### src/rtl/qpos_pkg.sv
package qpos_pkg;
  typedef enum logic [1:0] {
    QM_DIRCLK = 2'd0,
    QM_X1     = 2'd1,
    QM_X2     = 2'd2,
    QM_X4     = 2'd3
  } quad_mode_e;

  typedef enum logic [1:0] {
    CM_FREE    = 2'd0,
    CM_MODULO  = 2'd1,
    CM_LIMIT   = 2'd2,
    CM_ONESHOT = 2'd3
  } cnt_mode_e;
endpackage

### src/rtl/qpos_filter.sv
module qpos_filter #(
  parameter int SYNC_STAGES = 2
) (
  input  logic clk_i,
  input  logic rst_ni,
  input  logic tick_i,
  input  logic raw_i,
  output logic lvl_o,
  output logic glitch_o
);
  logic [SYNC_STAGES-1:0] sync_q;
  logic smp_q;
  logic cur;

  assign cur = sync_q[SYNC_STAGES-1];

  always_ff @(posedge clk_i or negedge rst_ni) begin
    if (!rst_ni) begin
      sync_q <= '0;
      smp_q  <= 1'b0;
      lvl_o  <= 1'b0;
    end else begin
      sync_q <= {sync_q[SYNC_STAGES-2:0], raw_i};
      if (tick_i) begin
        smp_q <= cur;
        if (cur == smp_q && cur != lvl_o) lvl_o <= cur;
      end
    end
  end

  // pending level reversed before acceptance
  assign glitch_o = tick_i && (smp_q != lvl_o) && (cur != smp_q);
endmodule

### src/rtl/qpos_decoder.sv
module qpos_decoder
  import qpos_pkg::*;
(
  input  logic       clk_i,
  input  logic       rst_ni,
  input  logic       a_i,
  input  logic       b_i,
  input  quad_mode_e mode_i,
  output logic       step_o,
  output logic       up_o
);
  logic a_q, b_q;
  logic a_chg, b_chg;

  always_ff @(posedge clk_i or negedge rst_ni) begin
    if (!rst_ni) begin
      a_q <= 1'b0;
      b_q <= 1'b0;
    end else begin
      a_q <= a_i;
      b_q <= b_i;
    end
  end

  assign a_chg = a_i ^ a_q;
  assign b_chg = b_i ^ b_q;

  always_comb begin
    step_o = 1'b0;
    up_o   = 1'b0;
    unique case (mode_i)
      QM_X4: begin
        step_o = a_chg ^ b_chg;
        up_o   = a_i ^ b_q;
      end
      QM_X2: begin
        step_o = a_chg & ~b_chg;
        up_o   = a_i ^ b_i;
      end
      QM_X1: begin
        step_o = a_chg & ~b_chg & a_i;
        up_o   = a_i ^ b_i;
      end
      default: begin
        step_o = a_chg & a_i;
        up_o   = b_i;
      end
    endcase
  end
endmodule

### src/rtl/qpos_core.sv
module qpos_core
  import qpos_pkg::*;
#(
  parameter int CNT_W = 24
) (
  input  logic             clk_i,
  input  logic             rst_ni,
  input  logic             step_i,
  input  logic             up_i,
  input  cnt_mode_e        mode_i,
  input  logic             bcd_i,
  input  logic             load_i,
  input  logic [CNT_W-1:0] preset_i,
  output logic [CNT_W-1:0] cnt_o,
  output logic             halt_o
);
  localparam int DIG = CNT_W / 4;

  function automatic logic [CNT_W-1:0] all_nines();
    logic [CNT_W-1:0] r;
    r = '0;
    for (int i = 0; i < DIG; i++) r[4*i +: 4] = 4'd9;
    return r;
  endfunction

  localparam logic [CNT_W-1:0] BCD_TOP = all_nines();

  function automatic logic [CNT_W-1:0] bcd_step(input logic [CNT_W-1:0] v, input logic up);
    logic [CNT_W-1:0] r;
    logic c;
    logic [3:0] d;
    r = v;
    c = 1'b1;
    for (int i = 0; i < DIG; i++) begin
      d = v[4*i +: 4];
      if (c) begin
        if (up) begin
          if (d >= 4'd9) d = 4'd0;
          else begin d = d + 4'd1; c = 1'b0; end
        end else begin
          if (d == 4'd0) d = 4'd9;
          else begin d = d - 4'd1; c = 1'b0; end
        end
      end
      r[4*i +: 4] = d;
    end
    return r;
  endfunction

  logic [CNT_W-1:0] cnt_d, top_v, max_v, inc_v, dec_v;
  logic halt_d;

  assign max_v = bcd_i ? BCD_TOP : '1;
  assign top_v = (mode_i == CM_MODULO || mode_i == CM_LIMIT) ? preset_i : max_v;
  assign inc_v = bcd_i ? bcd_step(cnt_o, 1'b1) : cnt_o + 1'b1;
  assign dec_v = bcd_i ? bcd_step(cnt_o, 1'b0) : cnt_o - 1'b1;

  always_comb begin
    cnt_d  = cnt_o;
    halt_d = halt_o;
    if (load_i) begin
      cnt_d  = preset_i;
      halt_d = 1'b0;
    end else if (step_i && !halt_o) begin
      if (up_i) begin
        if (cnt_o == top_v) begin
          unique case (mode_i)
            CM_LIMIT:   cnt_d = cnt_o;
            CM_ONESHOT: begin cnt_d = '0; halt_d = 1'b1; end
            default:    cnt_d = '0;
          endcase
        end else cnt_d = inc_v;
      end else begin
        if (cnt_o == '0) begin
          unique case (mode_i)
            CM_LIMIT:   cnt_d = cnt_o;
            CM_MODULO:  cnt_d = preset_i;
            CM_ONESHOT: begin cnt_d = max_v; halt_d = 1'b1; end
            default:    cnt_d = max_v;
          endcase
        end else cnt_d = dec_v;
      end
    end
  end

  always_ff @(posedge clk_i or negedge rst_ni) begin
    if (!rst_ni) begin
      cnt_o  <= '0;
      halt_o <= 1'b0;
    end else begin
      cnt_o  <= cnt_d;
      halt_o <= halt_d;
    end
  end
endmodule

### src/rtl/qpos_counter.sv
module qpos_counter
  import qpos_pkg::*;
#(
  parameter int CNT_W       = 24,
  parameter int PSC_W       = 8,
  parameter int SYNC_STAGES = 2
) (
  input  logic             clk_i,
  input  logic             rst_ni,
  input  logic             a_i,
  input  logic             b_i,
  input  logic [PSC_W-1:0] psc_div_i,
  input  logic [1:0]       quad_mode_i,
  input  logic [1:0]       cnt_mode_i,
  input  logic             bcd_i,
  input  logic [CNT_W-1:0] preset_i,
  input  logic             load_i,
  input  logic             latch_i,
  input  logic [CNT_W-1:0] cmp_val_i,
  input  logic             err_clr_i,
  output logic [CNT_W-1:0] cnt_o,
  output logic [CNT_W-1:0] latch_o,
  output logic             match_o,
  output logic             noise_err_o
);
  localparam int NCH = 2;

  logic [PSC_W-1:0] psc_q;
  logic tick;
  logic [NCH-1:0] raw, filt, glitch;
  logic step_en, step_up, halt;

  assign tick = (psc_q == psc_div_i);

  always_ff @(posedge clk_i or negedge rst_ni) begin
    if (!rst_ni) psc_q <= '0;
    else         psc_q <= tick ? '0 : psc_q + 1'b1;
  end

  assign raw = {b_i, a_i};

  for (genvar g = 0; g < NCH; g++) begin : g_flt
    qpos_filter #(.SYNC_STAGES(SYNC_STAGES)) u_flt (
      .clk_i    (clk_i),
      .rst_ni   (rst_ni),
      .tick_i   (tick),
      .raw_i    (raw[g]),
      .lvl_o    (filt[g]),
      .glitch_o (glitch[g])
    );
  end

  qpos_decoder u_dec (
    .clk_i  (clk_i),
    .rst_ni (rst_ni),
    .a_i    (filt[0]),
    .b_i    (filt[1]),
    .mode_i (quad_mode_e'(quad_mode_i)),
    .step_o (step_en),
    .up_o   (step_up)
  );

  qpos_core #(.CNT_W(CNT_W)) u_core (
    .clk_i    (clk_i),
    .rst_ni   (rst_ni),
    .step_i   (step_en),
    .up_i     (step_up),
    .mode_i   (cnt_mode_e'(cnt_mode_i)),
    .bcd_i    (bcd_i),
    .load_i   (load_i),
    .preset_i (preset_i),
    .cnt_o    (cnt_o),
    .halt_o   (halt)
  );

  always_ff @(posedge clk_i or negedge rst_ni) begin
    if (!rst_ni) begin
      latch_o     <= '0;
      noise_err_o <= 1'b0;
    end else begin
      if (latch_i) latch_o <= cnt_o;
      if (|glitch)        noise_err_o <= 1'b1;
      else if (err_clr_i) noise_err_o <= 1'b0;
    end
  end

  assign match_o = (cnt_o == cmp_val_i);
endmodule

### config.mk
export PLATFORM = sky130hd
export DESIGN_NAME = qpos_counter
export DESIGN_NICKNAME = d
export VERILOG_FILES = /design/src/rtl/qpos_pkg.sv /design/src/rtl/qpos_filter.sv /design/src/rtl/qpos_decoder.sv /design/src/rtl/qpos_core.sv /design/src/rtl/qpos_counter.sv
export SDC_FILE = /design/constraint.sdc
export NUM_CORES = 1
export LEC_CHECK = 0
export BUFFER_PORTS_ARGS = -buffer_cell sky130_fd_sc_hd__buf_2
export CAP_MARGIN = 20
export CORE_MARGIN = 2
export CORE_UTILIZATION = 25
export DETAILED_ROUTE_END_ITERATION = 10
export HOLD_SLACK_MARGIN = 0.1
export PLACE_DENSITY = 0.54
export SLEW_MARGIN = 20
export SYNTH_ARGS = -nofsm -noshare
export SYNTH_HDL_FRONTEND = slang
export SYNTH_SLANG_ARGS = --single-unit
### constraint.sdc
create_clock -name clk_i -period 4.05 [get_ports clk_i]
set_clock_uncertainty 0.1 [all_clocks]
set_input_delay 1.215 -clock clk_i [delete_from_list [all_inputs] [get_ports clk_i]]
set_output_delay 1.215 -clock clk_i [all_outputs]
set_load 0.05 [all_outputs]
Word level (Yosys, flattened, before mapping). Index checks and enable logic that the tools add are counted.

Input bits: 68. Register bits after elaboration: 68. Output and inout bits: 50. Logic and storage cells: 170.

Multiplexer cells: 62. Reductions and logical operators: 30. Equality and inequality tests: 30. $add $sub $neg: 15. $lt $le $gt $ge: 6. Bitwise logic cells: 9.

Operator list (number): two-way mux 24 bit (9); two-way mux 4 bit (22); == test 24 bit (2); case mux 24 bit (2 select lines) (1); two-way mux 1 bit (26); != test 5 x 1 -> 1 bit, second input constant (5); != test 5 x 3 -> 1 bit, second input constant (5); AND reduction 5 bit (5); adder 24 x 1 -> 24 bit, second input constant (1); adder 4 x 1 -> 4 bit, second input constant (6); greater-or-equal comparator 4 bit, second input constant (6); zero test 24 bit (1); zero test 4 bit (6); subtractor 24 x 1 -> 24 bit, second input constant (1); subtractor 4 x 1 -> 4 bit, second input constant (6); two-way mux 23 bit (1); adder 8 x 1 -> 8 bit, second input constant (1); == test 2 bit, second input constant (4); == test 8 bit (1); two-way mux 8 bit (1); != test 4 bit, second input constant (2); logical AND 1 bit (7); != test 1 bit (6); AND reduction 3 bit (2); 14 further kinds (25).

Logic depth before layout (Yosys ltp). Gate-level depths: netlist (run 1).

Depth in word-level cells: 12. Depth in mapped cells: 14. Gate-level depth less buffers: 9.

Cells and area by module. Synthesis (run 1) repeated with hierarchy kept, for this count alone.

Cell total of the unflattened synthesis: 747. Area total of the unflattened synthesis: 6168.4 µm².

By module, submodules not included: qpos_core (seq. area each 625.6 µm², area each 4012.6 µm², instances 1, cells an instance 570); qpos_counter (seq. area each 825.8 µm², area each 1626.6 µm², instances 1, cells an instance 127); qpos_filter (seq. area each 100.1 µm², area each 156.4 µm², instances 2, cells an instance 13); qpos_decoder (seq. area each 50.0 µm², area each 216.5 µm², instances 1, cells an instance 24).

Least setup slack after synthesis (run 1). Ideal clock, no wire load.

Kind: register to output. From: reg u_core.cnt_o[3]. To: out match_o. Setup slack: -0.117 ns. Stages on the path, launching flop included: 7. Buffers on the path: 2. Data required time: 2.735 ns. Arrival time: 2.852 ns. Cell sequence: dfrtp_1 clkbuf_1 buf_1 xor2_1 nor4_1 nand4_1 nor3_1.

Word-level cells in the longest chain between the ends: 1.

Ends and longest elaborated chain: start, declared (line qpos_core.sv:14) `output logic [CNT_W-1:0] cnt_o,`; start signal, assigned (line qpos_core.sv:91) `cnt_o <= cnt_d;`; == test 24 bit (line qpos_counter.sv:87) `assign match_o = (cnt_o == cmp_val_i);`; end, declared (line qpos_counter.sv:23) `output logic match_o,`.

Every way passes these cells.

Final worst setup path (run 1).
From: in quad_mode_i[0]. To: reg u_core.cnt_o[22].

Word-level cells in the longest chain between the ends: 6. Elaborated cells on any way between the ends: 16. Classes of those cells: eq/ne (7); mux (5); reduce/logical (4).

Ends and longest elaborated chain: start, declared (line qpos_counter.sv:13) `input logic [1:0] quad_mode_i,`; branches (longest 6 deep; another with != test 5 x 3 -> 1 bit).

Several ways; the timed one is not identified. The select of a mux whose other input is x is not followed. A chain may end at the register's enable or synchronous reset.

==> impl_metrics.py, run 1 <==
metrics = {
    "routing": {
        "drt_iter0_drc": 993,
        "post_drt_wl_per_cell_um": 22.1,
        "first_pass_iters": 6,
        "wirelength_mm": 29.3,
        "drc": 0,
        "viasPerCell": 5.71,
        "postRouteAntennaNets": 0,
        "vias": 7555,
    },
    "cts": {
        "cts_hold_buf": 0,
        "postCtsSetupRepairBufs": 0,
        "clkSinkCount": 68,
        "clk_latency_ns": 0.35,
        "cts_resized": 0,
        "cts_root_buffer": "clkbuf_16",
        "htree_levels": 3,
        "cts_buffers": 9,
        "clkTransAtPathRegs_ns": 0.07,
        "cts_tree": "built",
        "clockBufferDepth": 2,
    },
    "final_layout": {
        "stdcell_area_um2": 8510,
        "antenna_cells": 0,
        "fillerInstances": 2847,
        "drive_gt1_share_pct": 27.7,
        "fin_nets": 1074,
        "layout.cells.non_filler": 1322,
        "area_growth_syn_to_layout_pct": 25.9,
    },
    "logic_synthesis": {
        "ys.flop_type": "dfrtp_1",
        "synthCells": 831,
        "seq_area_frac_synth_pct": 25.2,
        "yosysWarningCount": 0,
        "synth_area_um2": 6760,
        "synth_edf_count": 0,
        "syn-num-nets": 929,
        "synth_seq_cells": 68,
        "synthArstFlopShare_pct": 100,
        "syn_avg_cell_area_um2": 8.13,
        "synthDistinctLibCells": 83,
    },
    "sta": {
        "fin_tns_setup_ns": 0,
        "slew_viol_final": 0,
        "finalHoldViolCount": 0,
        "max-slew-margin-rel_pct": 36.0,
        "worst_slew_pin_slew_ns": 0.960,
        "rsz0062_at_grt": "false",
        "setup_viol": 0,
        "post-route-period-util_pct": 92.0,
        "timing.hold.ws_ns": 0.248,
        "clock.fmax_mhz": 268,
        "period_minus_slack_ns": 3.73,
    },
    "power": {
        "powerDensity_nw_per_um2": 539,
        "internal_power_mw": 2.33,
        "seqPwrFrac_pct": 21.9,
        "power_switching_mw": 2.25,
        "combPwrFrac_pct": 57.0,
        "clockPowerShare_pct": 21.1,
        "ir_worst_vdd_mv": 0.247,
        "leakagePower_nw": 3.52,
        "p_sw_share_pct": 49.1,
    },
    "floorplanning": {
        "design.die.area_um2": 28400,
        "die_h_um": 168,
        "die_x_um": 168,
        "initial_core_util_pct": 25.3,
        "ios": 118,
        "fp.coreArea_um2": 26700,
        "rows": 60,
    },
    "placement": {
        "dpl.hpwl_mm": 21.8,
        "place_area_um2": 8160,
        "globalplace.congestion": 0.976,
        "numPortBuffers": 117,
        "dp.cells": 1306,
    },
    "global_routing": {
        "antenna_found_initial": 1,
        "grt_pass1_wl_mm": 43.8,
        "grt_overflow": 0,
        "grt_pass1_vias": 6965,
        "grt_max_degree": 69,
        "gr-usage-all-layers_pct": 20.4,
    },
    "worst_setup_path": {
        "path_class": "input pin to flop",
        "crit_path_end_kind": "flop",
        "crit_path_start_kind": "input pin",
        "cp.required_ns": 4.19,
        "crit_path_max_fanout": 16,
        "critPathArrivalTime_ns": 3.86,
    },
    "outcome": {
        "status": "finished, final reports clean",
    },
    "worst_hold_path": {
        "hp-class": "flop to flop",
    },
    "flow_run": {
        "cap_violations": 0,
    },
}
synth_stat cells, types with 4 or more instances:
master    instances  area share, %
dfrtp_1          68             25
nor2_1           57            3.2
a21oi_1          54            4.0
clkbuf_1         47            2.6
xnor2_1          41            5.3
nand2_1          40            2.2
o21ai_0          39            2.9
inv_1            32            1.8
ha_1             30            5.6
mux2_2           30            5.0
nand3_1          28            2.1
nor3_1           25            1.9
xor2_1           23            3.0
nand4_1          18            1.7
nor4_1           16            1.5
o211ai_1         15            1.7
buf_2            12           0.89
nor2b_1          12            1.1
o22ai_1          12            1.1
a211oi_1         11            1.2
a22oi_1          11            1.2
a31oi_1          10           0.93
and3_1           10           0.93
mux2i_1          10            1.5
o31ai_1          10            1.1
a311oi_1          9            1.2
buf_1             9           0.50
o21a_1            9            1.0
o221ai_1          9            1.2
nor3b_1           8           0.89
or3_1             8           0.74
a21o_1            7           0.78
o31a_1            7           0.91
and2_1            6           0.56
a31o_2            5           0.65
nand2b_1          5           0.46
o41ai_1           5           0.65
or3b_2            5           0.65
or4_1             5           0.56
mux2_1            4           0.67
nand3b_1          4           0.44
sequential cells by signal, indices dropped and copies added (netlist names):
register            count
latch_o                24
u_core.cnt_o           24
psc_q                   8
g_flt.u_flt.sync_q      4
g_flt.u_flt.lvl_o       2
g_flt.u_flt.smp_q       2
noise_err_o             1
u_core.halt_o           1
u_dec.a_q               1
u_dec.b_q               1
layer usage:
metal / GRT usage [%] / wire length [um] / vias up
li1: - / - / 3414
met1: 28.0 / 12700 / 3630
met2: 31.8 / 12900 / 453
met3: 4.89 / 3010 / 56
met4: 5.66 / 591 / 2
met5: 0 / 16 / -
layout by cell type (no fill, tap or decap), types with 8 or more instances in the layout:
cell type / netlist / final
mux2i_1: 10 / 10
dfrtp_1: 68 / 68
a311oi_1: 9 / 9
ha_1: 30 / 30
nor4_1: 16 / 16
o221ai_1: 9 / 9
xor2_1: 23 / 23
nor2_1: 57 / 57
nor2b_1: 12 / 12
nor3_1: 25 / 23
buf_2: 12 / 116
mux2_2: 30 / 30
o22ai_1: 12 / 12
or3_1: 8 / 8
o21ai_0: 39 / 39
a31oi_1: 10 / 10
xnor2_1: 41 / 41
a211oi_1: 11 / 11
nand3_1: 28 / 28
o211ai_1: 15 / 15
nand2_1: 40 / 40
o31ai_1: 10 / 10
o21a_1: 9 / 9
nand4_1: 18 / 18
inv_1: 32 / 32
a21oi_1: 54 / 54
nor3b_1: 8 / 8
buf_4: 0 / 86
clkbuf_16: 0 / 9
and3_1: 10 / 10
a22oi_1: 11 / 11
critical path, stage by stage:
cell and delay, ns:
buf_2 0.10, inv_1 0.05, ha_1 0.34, nor2b_1 0.15, a2111oi_0 0.48, or3_1 0.21
buf_4 0.24, nor3_1 0.10, a221oi_1 0.41, a21oi_1 0.20, mux2_1 0.35
metrics by stage:
step	power, mW	setup slack (ns)	utilization, %
after floorplan	2.74	0.279	-
after global placement	3.58	0.0784	30.5
after detailed placement	3.59	0.0195	30.5
after CTS	4.58	0.300	31.8
after global routing	4.83	0.184	31.8
final	4.58	0.324	31.8
cell type report:
type	instances	area [um2]	area share, %
clock inverters	7	124	1.46
clock buffers	9	225	2.65
inverters	35	131	1.54
well taps	341	427	5.02
flip-flops and latches	68	1700	20.0
repair buffers	203	1250	14.7
multi-input cells	659	4650	54.7
power groups by stage:
| stage | Sequential (mW) | Combinational, mW | Clock [mW] |
|---|---|---|---|
| 2_1_floorplan | 1.49 | 1.25 | 0 |
| 3_3_place_gp | 1.01 | 2.57 | 0 |
| 3_5_place_dp | 1.02 | 2.57 | 0 |
| 4_1_cts | 1.01 | 2.58 | 0.993 |
| 5_1_grt | 1.03 | 2.78 | 1.02 |
| 6_report | 1.01 | 2.61 | 0.966 |
path summary, 6_finish.rpt:
path,startpoint,to,slack [ns],depth (start not counted)
max,quad_mode_i[0],u_core.cnt_o[22],0.32,11
min,g_flt[1].u_flt.sync_q[0],g_flt[1].u_flt.sync_q[1],0.25,0
max reg2reg,u_core.cnt_o[5],u_core.cnt_o[7],0.33,11
min reg2reg,g_flt[1].u_flt.sync_q[0],g_flt[1].u_flt.sync_q[1],0.25,0
max in group asynchronous,rst_ni,u_core.cnt_o[9],2.31,1
min in group asynchronous,rst_ni,g_flt[0].u_flt.sync_q[0],0.91,1
kinds of logic after synthesis:
kind of cell	Yosys count	share of synthesized area (%)
simple gates	266	21.4
compound gates	254	26.0
buf+inv	104	6.11
flops	68	25.2
xor+xnor	64	8.30
mux	45	7.37
fa+ha+maj	30	5.56
Note: power is estimated with default switching activity, not from simulation.
==> inputs of run 2 (changes only) <==
- ABC_AREA: unset -> 1
==> impl_metrics.py, run 2 <==
metrics = {
    "logic_synthesis": {
        "synthArstFlopShare_pct": 100,
        "yosys.cell_count.top_type": "nand2_1",
        "synthTopCellsByCount": "nand2_1, nor2_1, nand3_1",
        "synthCells": 1185,
        "synthDominantCellAreaShare_pct": 23.9,
        "yosysWarningCount": 0,
        "synth_edf_count": 0,
        "seq_area_frac_synth_pct": 23.9,
        "synth_area_um2": 7120,
        "synth_seq_cells": 68,
        "yosysTopAreaCell": "dfrtp_1",
        "synthDistinctLibCells": 43,
        "syn-num-nets": 1283,
        "synth_area_leaders": "dfrtp_1, nand2_1, nand3_1, nor2_1, a21oi_1",
        "syn_avg_cell_area_um2": 6.01,
        "ys.flop_type": "dfrtp_1",
    },
    "floorplanning": {
        "fp.coreArea_um2": 27900,
        "initial_core_util_pct": 25.5,
        "die_x_um": 173,
        "die_h_um": 173,
        "ios": 118,
        "rows": 61,
        "design.die.area_um2": 29900,
    },
    "worst_hold_path": {
        "min_path_cells": 0,
        "hp-class": "flop to flop",
    },
    "worst_setup_path": {
        "worstReg2RegEnd": "u_core.cnt_o[15]",
        "cp_cell_sequence": "buf_2 -> xnor2_1 -> nand4_1 -> buf_4 -> or4_4 -> nor3_4 -> buf_6",
        "path_class": "input pin to primary output",
        "cpPeakStageDelay_ns": 0.59,
        "crit_end": "match_o",
        "timing.rr.start": "u_core.cnt_o[5]",
        "crit_path_start_kind": "input pin",
        "r2r.worst_path.cells": 18,
        "crit_slowest_cell": "or4_4",
        "crit_path_end_kind": "primary output",
        "critPathArrivalTime_ns": 2.64,
        "r2r_setup_slack_ns": 0.65,
        "crit_start": "cmp_val_i[0]",
        "crit_path_max_fanout": 1,
        "cp.required_ns": 2.73,
    },
    "cts": {
        "cts_buffers": 9,
        "cts_root_buffer": "clkbuf_16",
        "clkTransAtPathRegs_ns": 0.06,
        "clkSinkCount": 68,
        "htree_levels": 3,
        "clockBufferDepth": 2,
        "cts_hold_buf": 0,
        "cts_tree": "built",
        "clk_latency_ns": 0.36,
    },
    "routing": {
        "drc": 0,
        "post_drt_wl_per_cell_um": 18.4,
        "postRouteAntennaNets": 0,
        "viasPerCell": 4.98,
        "wirelength_mm": 31.2,
        "first_pass_iters": 7,
        "vias": 8410,
        "drt_iter0_drc": 936,
    },
    "power": {
        "finalPower_mw": 6.88,
        "ir_worst_vdd_mv": 0.255,
        "powerDensity_nw_per_um2": 797,
        "leakagePower_nw": 4.28,
    },
    "outcome": {
        "status": "finished, final reports clean",
    },
    "global_routing": {
        "gr-usage-all-layers_pct": 20.5,
        "grt_pass1_wl_mm": 47.1,
        "grt_overflow": 0,
        "antenna_found_initial": 3,
        "met3_usage_pct": 3.91,
        "grt_max_degree": 69,
        "gr-usage-met2_pct": 33.8,
        "met1_usage_pct": 27.2,
        "busiest_layer": "met2",
        "grt_pass1_vias": 7782,
    },
    "sta": {
        "period_minus_slack_ns": 3.96,
        "post-route-period-util_pct": 97.7,
        "rsz0062_at_grt": "false",
        "setup_viol": 0,
        "clock.fmax_mhz": 253,
        "max-slew-margin-rel_pct": 37.9,
        "finalHoldViolCount": 0,
        "slew_viol_final": 0,
        "worst_slew_pin_slew_ns": 0.932,
    },
    "placement": {
        "numPortBuffers": 117,
        "dpl.hpwl_mm": 23.5,
        "globalplace.congestion": 0.977,
    },
    "final_layout": {
        "fin_util_pct": 30.9,
        "area_growth_syn_to_layout_pct": 21.3,
        "final_common_cell": "nand2_1",
        "drive_gt1_share_pct": 17.0,
        "fin_nets": 1404,
        "final_cell_mix": "nand2_1, nor2_1, buf_2",
        "top_regs": "latch_o (24), u_core.cnt_o (24), psc_q (8)",
        "fillerInstances": 3194,
    },
    "flow_run": {
        "cap_violations": 0,
    },
}
==> run 2: changes by cell type in the layout (fill, tap and decap cells not counted), moves of 20 or more <==
cell,before,now
a21oi_1,54,78
buf_4,86,48
inv_1,32,87
mux2_2,30,0
nand2_1,40,371
nand3_1,28,110
nor2_1,57,145
o21ai_0,39,59
==> run 2: critical path: cells and delay by family <==
| kind | cells | cell delay (ns) |
|---|---|---|
| and+or+nand+nor | 3 | 0.86 |
| buffers and inverters | 3 | 0.43 |
| xor gates and xnor gates | 1 | 0.13 |
==> run 2: per-stage QoR <==
| stage | std cells | hold slack (ns) | setup TNS [ns] | instance area (um2) | setup WS (ns) |
|---|---|---|---|---|---|
| after global routing | 1689 | 0.267 | 0 | 8640 | 0.0138 |
| after detailed placement | 1673 | 0.236 | -0.162 | 8300 | -0.162 |
| final | 1690 | 0.247 | 0 | 8640 | 0.0943 |
| after global placement | 1673 | 0.233 | -0.203 | 8300 | -0.203 |
| after floorplan | 1185 | 0.231 | 0 | 7130 | 0.158 |
| after CTS | 1689 | 0.250 | 0 | 8630 | 0.00683 |
==> run 2: logic make-up after synthesis <==
logic type	synth area share, %
buffers and inverters	9.10
xor gates and xnor gates	7.38
adders and majority gates	5.27
DFF	23.9
AOI/OAI and AO/OA	13.0
and+or+nand+nor	41.4
==> run 2: per-layer routing <==
metal,up-vias,routed length (um)
met2,400,14200
met1,3880,13500
met5,-,11
li1,4077,-
met3,51,2650
met4,2,826
==> run 2: layout make-up <==
class	instances	area (um2)	area share (%)
clock inverters	7	98.8	1.14
clock buffers	9	225	2.61
inverters	101	382	4.42
multi-input cells	961	4790	55.5
repair buffers	165	967	11.2
well taps	378	473	5.47
diodes	1	2.50	0.0290
flip-flops and latches	68	1700	19.7
==> run 2: worst min path at each step <==
| stage | from | endpoint | slack, ns |
|---|---|---|---|
| 3_5_place_dp | g_flt[0].u_flt.sync_q[0] | g_flt[0].u_flt.sync_q[1] | 0.24 |
| 2_1_floorplan | g_flt[0].u_flt.sync_q[0] | g_flt[0].u_flt.sync_q[1] | 0.23 |
| 3_3_place_gp | g_flt[0].u_flt.sync_q[0] | g_flt[0].u_flt.sync_q[1] | 0.23 |
| 5_1_grt | g_flt[1].u_flt.sync_q[0] | g_flt[1].u_flt.sync_q[1] | 0.27 |
| 6_report | g_flt[0].u_flt.sync_q[0] | g_flt[0].u_flt.sync_q[1] | 0.25 |
| 4_1_cts | g_flt[0].u_flt.sync_q[0] | g_flt[0].u_flt.sync_q[1] | 0.25 |
==> run 2: what timing repair did <==
action | CTS | global route
resized for setup | 3 | 1
endpoints found under the setup margin | 1 | 1
pin swaps | 0 | 1
buffers inserted | 0 | 0
==> run 2: where the power goes <==
| group | switching [mW] | internal, mW |
|---|---|---|
| registers | 0.323 | 0.951 |
| clock network | 0.370 | 0.543 |
| logic | 3.29 | 1.40 |
| total | 3.99 | 2.90 |
